**config.mk**
```make
export PLATFORM = sky130hd
export DESIGN_NAME = dma_trig_router
export DESIGN_NICKNAME = d
export VERILOG_FILES = /design/src/rtl/dtr_pkg.sv /design/src/rtl/dtr_cfg_regs.sv /design/src/rtl/dtr_src_sel.sv /design/src/rtl/dtr_link_dec.sv /design/src/rtl/dtr_chan_seq.sv /design/src/rtl/dma_trig_router.sv
export SDC_FILE = /design/constraint.sdc
export NUM_CORES = 1
export LEC_CHECK = 0
export CAP_MARGIN = 20
export CORE_ASPECT_RATIO = 1.1
export CORE_UTILIZATION = 25
export DETAILED_ROUTE_END_ITERATION = 10
export PLACE_DENSITY_LB_ADDON = 0.05
export SLEW_MARGIN = 10
export SYNTH_ARGS = -nofsm -noshare
export SYNTH_HDL_FRONTEND = slang
export SYNTH_SLANG_ARGS = --single-unit
```
**constraint.sdc**
```tcl
create_clock -name clk -period 6.15 [get_ports clk]
set_input_delay 1.23 -clock clk [delete_from_list [all_inputs] [get_ports clk]]
set_output_delay 1.23 -clock clk [all_outputs]
set_load 0.02 [all_outputs]
```
**src/rtl/dtr_pkg.sv**
```systemverilog
package dtr_pkg;
  localparam int CHN_W          = 4;
  localparam int WORD_W         = 16;
  localparam int MUX_W          = 8;
  localparam int MUX_EN_BIT     = 7;
  localparam int MUX_SRC_W      = 6;
  localparam int MINOR_LINK_BIT = 15;
  localparam int MINOR_TGT_LSB  = 9;
  localparam int MINOR_CNT_W    = 9;
  localparam int MAJOR_LINK_BIT = 5;
  localparam int MAJOR_TGT_LSB  = 8;

  typedef enum logic [2:0] {
    WK_MUX     = 3'd0,
    WK_START   = 3'd1,
    WK_EN_SET  = 3'd2,
    WK_EN_CLR  = 3'd3,
    WK_ERR_CLR = 3'd4
  } wr_kind_e;
endpackage

```
**src/rtl/dtr_cfg_regs.sv**
```systemverilog
module dtr_cfg_regs
  import dtr_pkg::*;
#(
  parameter int NUM_CH = 8
) (
  input  logic                     clk,
  input  logic                     rst,
  input  logic                     wr_valid,
  input  logic [2:0]               wr_kind,
  input  logic [CHN_W-1:0]         wr_chan,
  input  logic [MUX_W-1:0]         wr_data,
  input  logic [NUM_CH-1:0]        eng_err,
  output logic [NUM_CH*MUX_W-1:0]  mux_cfg,
  output logic [NUM_CH-1:0]        req_en,
  output logic [NUM_CH-1:0]        err_flags,
  output logic [NUM_CH-1:0]        sw_start
);
  wr_kind_e          kind;
  logic              chan_ok;
  logic [NUM_CH-1:0] hit;

  assign kind    = wr_kind_e'(wr_kind);
  assign chan_ok = ({1'b0, wr_chan} < (CHN_W+1)'(NUM_CH));

  for (genvar c = 0; c < NUM_CH; c++) begin : g_ch
    logic [MUX_W-1:0] mux_q;
    logic             en_q;
    logic             err_q;
    logic             mux_take;

    assign hit[c]    = wr_valid & chan_ok & (wr_chan == CHN_W'(c));
    assign mux_take  = hit[c] && (kind == WK_MUX) &&
                       ((wr_data == '0) || !mux_q[MUX_EN_BIT]);
    assign sw_start[c] = hit[c] && (kind == WK_START);

    always_ff @(posedge clk) begin
      if (rst) begin
        mux_q <= '0;
        en_q  <= 1'b0;
        err_q <= 1'b0;
      end else begin
        if (mux_take)
          mux_q <= wr_data;
        if (hit[c] && kind == WK_EN_SET)
          en_q <= 1'b1;
        else if (hit[c] && kind == WK_EN_CLR)
          en_q <= 1'b0;
        err_q <= (err_q & ~(hit[c] && kind == WK_ERR_CLR)) | eng_err[c];
      end
    end

    assign mux_cfg[c*MUX_W +: MUX_W] = mux_q;
    assign req_en[c]    = en_q;
    assign err_flags[c] = err_q;
  end
endmodule

```
**src/rtl/dtr_src_sel.sv**
```systemverilog
module dtr_src_sel
  import dtr_pkg::*;
#(
  parameter int NUM_CH       = 8,
  parameter int NUM_SRC      = 64,
  parameter int ALWAYS_FIRST = 60
) (
  input  logic [NUM_CH*MUX_W-1:0] mux_cfg,
  input  logic [NUM_CH-1:0]       req_en,
  input  logic [NUM_SRC-1:0]      hw_req,
  output logic [NUM_CH-1:0]       hw_hit
);
  for (genvar c = 0; c < NUM_CH; c++) begin : g_ch
    logic [MUX_SRC_W-1:0] src;
    logic                 sel_en;
    logic                 level;

    assign src    = mux_cfg[c*MUX_W +: MUX_SRC_W];
    assign sel_en = mux_cfg[c*MUX_W + MUX_EN_BIT];

    always_comb begin
      level = 1'b0;
      if (int'(src) >= ALWAYS_FIRST)
        level = 1'b1;
      else if (int'(src) < NUM_SRC)
        level = hw_req[src];
    end

    assign hw_hit[c] = sel_en & req_en[c] & level;
  end
endmodule

```
**src/rtl/dtr_link_dec.sv**
```systemverilog
module dtr_link_dec
  import dtr_pkg::*;
#(
  parameter int NUM_CH = 8
) (
  input  logic [NUM_CH-1:0]        minor_done,
  input  logic [NUM_CH*WORD_W-1:0] iter_words,
  input  logic [NUM_CH-1:0]        major_done,
  input  logic [NUM_CH*WORD_W-1:0] ctrl_words,
  output logic [NUM_CH-1:0]        link_req
);
  always_comb begin
    logic [WORD_W-1:0] w_min;
    logic [WORD_W-1:0] w_maj;
    link_req = '0;
    w_min    = '0;
    w_maj    = '0;
    for (int s = 0; s < NUM_CH; s++) begin
      w_min = iter_words[s*WORD_W +: WORD_W];
      w_maj = ctrl_words[s*WORD_W +: WORD_W];
      if (minor_done[s] && w_min[MINOR_LINK_BIT] &&
          (w_min[MINOR_CNT_W-1:0] > MINOR_CNT_W'(1)))
        link_req = link_req |
                   (NUM_CH'(1) << w_min[MINOR_TGT_LSB +: CHN_W]);
      if (major_done[s] && w_maj[MAJOR_LINK_BIT])
        link_req = link_req |
                   (NUM_CH'(1) << w_maj[MAJOR_TGT_LSB +: CHN_W]);
    end
  end
endmodule

```
**src/rtl/dtr_chan_seq.sv**
```systemverilog
module dtr_chan_seq #(
  parameter int NUM_CH = 8
) (
  input  logic              clk,
  input  logic              rst,
  input  logic [NUM_CH-1:0] req,
  input  logic [NUM_CH-1:0] busy,
  output logic [NUM_CH-1:0] trig
);
  for (genvar c = 0; c < NUM_CH; c++) begin : g_ch
    logic pend_q;
    logic trig_q;
    logic fire;
    logic trig_d;

    assign fire   = req[c] | pend_q;
    assign trig_d = fire & ~busy[c] & ~trig_q;

    always_ff @(posedge clk) begin
      if (rst) begin
        pend_q <= 1'b0;
        trig_q <= 1'b0;
      end else begin
        trig_q <= trig_d;
        pend_q <= fire & ~trig_d;
      end
    end

    assign trig[c] = trig_q;
  end
endmodule

```
**src/rtl/dma_trig_router.sv**
```systemverilog
module dma_trig_router
  import dtr_pkg::*;
#(
  parameter int NUM_CH       = 8,
  parameter int NUM_SRC      = 64,
  parameter int ALWAYS_FIRST = 60
) (
  input  logic                     clk,
  input  logic                     rst,
  input  logic                     wr_valid,
  input  logic [2:0]               wr_kind,
  input  logic [3:0]               wr_chan,
  input  logic [7:0]               wr_data,
  input  logic [NUM_SRC-1:0]       hw_req,
  input  logic [NUM_CH-1:0]        eng_busy,
  input  logic [NUM_CH-1:0]        eng_minor_done,
  input  logic [NUM_CH*16-1:0]     eng_iter,
  input  logic [NUM_CH-1:0]        eng_major_done,
  input  logic [NUM_CH*16-1:0]     eng_ctrl,
  input  logic [NUM_CH-1:0]        eng_err,
  output logic [NUM_CH-1:0]        trig,
  output logic [NUM_CH-1:0]        req_en,
  output logic [NUM_CH-1:0]        err_flags
);
  logic [NUM_CH*MUX_W-1:0] mux_cfg;
  logic [NUM_CH-1:0]       sw_start;
  logic [NUM_CH-1:0]       hw_hit;
  logic [NUM_CH-1:0]       link_req;
  logic [NUM_CH-1:0]       any_req;

  dtr_cfg_regs #(.NUM_CH(NUM_CH)) u_cfg (
    .clk      (clk),
    .rst      (rst),
    .wr_valid (wr_valid),
    .wr_kind  (wr_kind),
    .wr_chan  (wr_chan),
    .wr_data  (wr_data),
    .eng_err  (eng_err),
    .mux_cfg  (mux_cfg),
    .req_en   (req_en),
    .err_flags(err_flags),
    .sw_start (sw_start)
  );

  dtr_src_sel #(
    .NUM_CH      (NUM_CH),
    .NUM_SRC     (NUM_SRC),
    .ALWAYS_FIRST(ALWAYS_FIRST)
  ) u_sel (
    .mux_cfg(mux_cfg),
    .req_en (req_en),
    .hw_req (hw_req),
    .hw_hit (hw_hit)
  );

  dtr_link_dec #(.NUM_CH(NUM_CH)) u_link (
    .minor_done(eng_minor_done),
    .iter_words(eng_iter),
    .major_done(eng_major_done),
    .ctrl_words(eng_ctrl),
    .link_req  (link_req)
  );

  assign any_req = hw_hit | sw_start | link_req;

  dtr_chan_seq #(.NUM_CH(NUM_CH)) u_seq (
    .clk (clk),
    .rst (rst),
    .req (any_req),
    .busy(eng_busy),
    .trig(trig)
  );
endmodule

```
==> flow_summary.ini <==
[timing]
period_needed_ns = 3.67
whs_ns = 0.458
grt_setup_unrepaired = false
setup_viol = 0
slew_headroom_pct = 32.6
finalSetupTns_ns = 0
fin_skew_ns = 0.0167
slew_viol_final = 0
worstMarginPinSlew_ns = 1.01
hold_viol = 0
max_freq_ghz = 0.272
fin_crit_sh_pct = 59.7

[setup_path]
r2r_cells = 5
r2r-start = u_cfg.g_ch[6].mux_q[1]
critPathLaunch = hw_req[18]
max_stage_delay_ns = 0.64
cp.required_ns = 6.37
critPathCaptureType = flip-flop
crit_top_cell = a2111oi_0
critical_path_class = input pin to flip-flop
worstReg2RegEnd = u_seq.g_ch[6].pend_q
worstSetupStartpointType = input pin
worstPathMaxFanout = 8
r2r_setup_slack_ns = 2.98
crit_slowest_cell = clkdlybuf4s50_1
worstSetupEndpoint = u_seq.g_ch[5].trig_q
worstPathArrival_ns = 3.89
cp_cell_sequence = clkdlybuf4s50_1, mux4_2, nor2b_1, a2111oi_0, a2111oi_0, buf_4, o2111ai_1, a21boi_0

[yosys]
yosys.area.top_type = mux4_2
postSynthCellCount = 996
syn_area_per_cell_um2 = 9.64
synth_area_mm2 = 0.00960
synth_fa_ha_area_share_pct = 0
synthesis.nets = 1366
yosysSeqAreaShare_pct = 18.4
ys.flop_type = dfxtp_1
synth_xor_area_share_pct = 0
synth_compound_area_share_pct = 12.3
ys_ff_latch = 88
synth-edff-count = 0
synth.distinct_cells = 71
yosys.area.top_type_share_pct = 25.6
yosys_warnings = 0
synth_area_leaders = mux4_2, dfxtp_1, mux2i_1
synth_mux_area_share_pct = 39.7
ys_async_sr_fraction_pct = 0
synth_top_family_by_area = multiplexers
synthSimpleGateAreaFrac_pct = 23.1

[final_layout]
area.growth.synth_to_final_pct = 33.8
final_cell_area_mm2 = 0.0128
drive_above_1_share_pct = 12.6
fill_cells = 3845
nNetsFinal = 1568

[routing]
vias = 9770
drt_pass1_iterations = 5
avgViaCountPerCell = 5.75
detail_route.iter0.violations = 683
post-route-drc-count = 0
ant_nets = 0
drt_wl_total_um = 45700
drt-wirelength-per-cell_um = 26.9

[clock_tree]
post-cts-setup-buffers = 0
clock_latency_ns = 0.37
cts_hold_buf = 0
postCtsResizedCells = 0
cts_tree = built
root_buffer = clkbuf_16
cts_buffers = 9
clk_path_buf_depth = 2
clk_pin_slew_ns = 0.07
clkSinkCount = 88
htreeDepth = 3

[placement]
io_buffers = 281
hpwlAfterDp_um = 36000
dpl_cell_area_mm2 = 0.0125
gp_congestion = 0.887

[power]
p_leak_uw = 0.00415
combPwrFrac_pct = 29.8
p_seq_share_pct = 35.4
p_switching_uw = 502
power_density_mw_per_mm2 = 130
p_clk_share_pct = 34.7
internal-power_uw = 1160
switching_share_pct = 30.2
ir_worst_vdd_v = 0.000118

[floorplan]
row_count = 74
dieWidth_um = 189
coreArea_mm2 = 0.0375
dieHeight_um = 207
dieArea_mm2 = 0.0392
top_level_ports = 394
start_util_pct = 25.6

[worst_hold_path]
hp-class = flip-flop to flip-flop

[outcome]
status = finished clean

[run]
cap_violations = 0

[global_routing]
track_usage_pct = 22.9
grt_max_degree = 48
antenna_found_initial = 3
grt.overflow.total = 0
grt_pass1_wl_um = 66200
grt_pass1_vias = 9597
## through the flow
| step | power [uW] | setup WS, ns | cells | util, % |
|---|---|---|---|---|
| after floorplan | 786 | 3.27 | 996 | - |
| final | 1660 | 2.48 | 1700 | 34.2 |
| after detailed placement | 1100 | 1.99 | 1680 | 33.3 |
| after CTS | 1690 | 2.39 | 1696 | 34.1 |
| after global placement | 1090 | 1.97 | 1680 | 33.3 |
| after global routing | 1740 | 2.16 | 1697 | 34.2 |
## routing by layer
metal | routed length [um] | GRT usage, % | up-vias
li1 | - | - | 4389
met1 | 19200 | 29.0 | 4882
met2 | 22500 | 39.4 | 435
met3 | 2710 | 3.60 | 64
met4 | 1360 | 7.87 | 0
met5 | 0 | 0 | -
## cells in the mapped netlist (all sizes together) (22+ instances only)
cell type / count
nor4: 30
mux2i: 100
mux4: 119
nand2: 67
nor2: 116
clkbuf: 39
dfxtp: 88
buf: 60
a211oi: 22
nor3: 30
a21oi: 33
nand3: 24
## cell usage in the layout, fill, tap and decap left out, types with 9 or more instances in the layout
| master | n |
|---|---|
| nand2b_1 | 18 |
| nor3_1 | 30 |
| a211oi_1 | 21 |
| mux4_1 | 10 |
| a311oi_1 | 11 |
| mux4_2 | 109 |
| inv_1 | 12 |
| nor4_1 | 30 |
| clkdlybuf4s50_1 | 280 |
| nand2_1 | 67 |
| nor3b_1 | 19 |
| o22ai_1 | 9 |
| nor2_1 | 116 |
| nand3b_1 | 11 |
| clkbuf_16 | 9 |
| dfxtp_1 | 88 |
| nand4b_1 | 15 |
| a2111oi_0 | 14 |
| nand3_1 | 24 |
| a21oi_1 | 32 |
| mux2i_1 | 100 |
| and3_1 | 10 |
| nand4_1 | 15 |
| nor2b_1 | 20 |
## critical path: cells and delay by family
kind / cells / cell delay (ns)
muxes: 1 / 0.57
buffers and inverters: 2 / 0.83
and+or+nand+nor: 1 / 0.14
AOI/OAI and AO/OA: 4 / 1.12
## flip-flops by register name (all words and copies together), names as in the netlist
register,flops
u_seq.g_ch.pend_q,8
u_seq.g_ch.trig_q,8
u_cfg.g_ch.en_q,8
u_cfg.g_ch.mux_q,56
u_cfg.g_ch.err_q,8
## final cells by class
type / instances / area, um^2 / share of cell area (%)
diodes: 3 / 7.51 / 0.0585
clock buffers: 10 / 229 / 1.78
clock inverters: 6 / 68.8 / 0.536
inverters: 12 / 45.0 / 0.351
multi-input cells: 797 / 7210 / 56.2
flip-flops and latches: 88 / 1760 / 13.7
well taps: 494 / 618 / 4.81
repair buffers: 290 / 2900 / 22.6
## worst min path at each step
stage / startpoint / to / slack (ns) / cells after the start
2_1_floorplan: u_seq.g_ch[3].trig_q / u_seq.g_ch[3].trig_q / 0.42 / 1
3_3_place_gp: u_seq.g_ch[3].trig_q / u_seq.g_ch[3].trig_q / 0.44 / 1
3_5_place_dp: u_seq.g_ch[7].trig_q / u_seq.g_ch[7].trig_q / 0.45 / 1
4_1_cts: u_seq.g_ch[7].trig_q / u_seq.g_ch[7].trig_q / 0.46 / 1
5_1_grt: u_seq.g_ch[3].trig_q / u_seq.g_ch[3].trig_q / 0.49 / 1
6_report: u_seq.g_ch[7].trig_q / u_seq.g_ch[7].trig_q / 0.46 / 1
## cell families (layout without fill, tap and decap cells)
group,Yosys count,count (layout)
AO/OA/AOI/OAI,159,159
other,0,3
AND/OR/NAND/NOR,411,411
multiplexers,227,227
buffers and inverters,111,318
flip-flops,88,88
## power by group through the flow
stage                     Clock [uW]  Combinational, uW  Sequential, uW
after floorplan                    0                188             598
after detailed placement           0                493             603
after global placement             0                491             603
after CTS                        602                495             590
final                            577                496             590
after global routing             621                524             591
No activity file was read; power rests on OpenSTA's default activity.
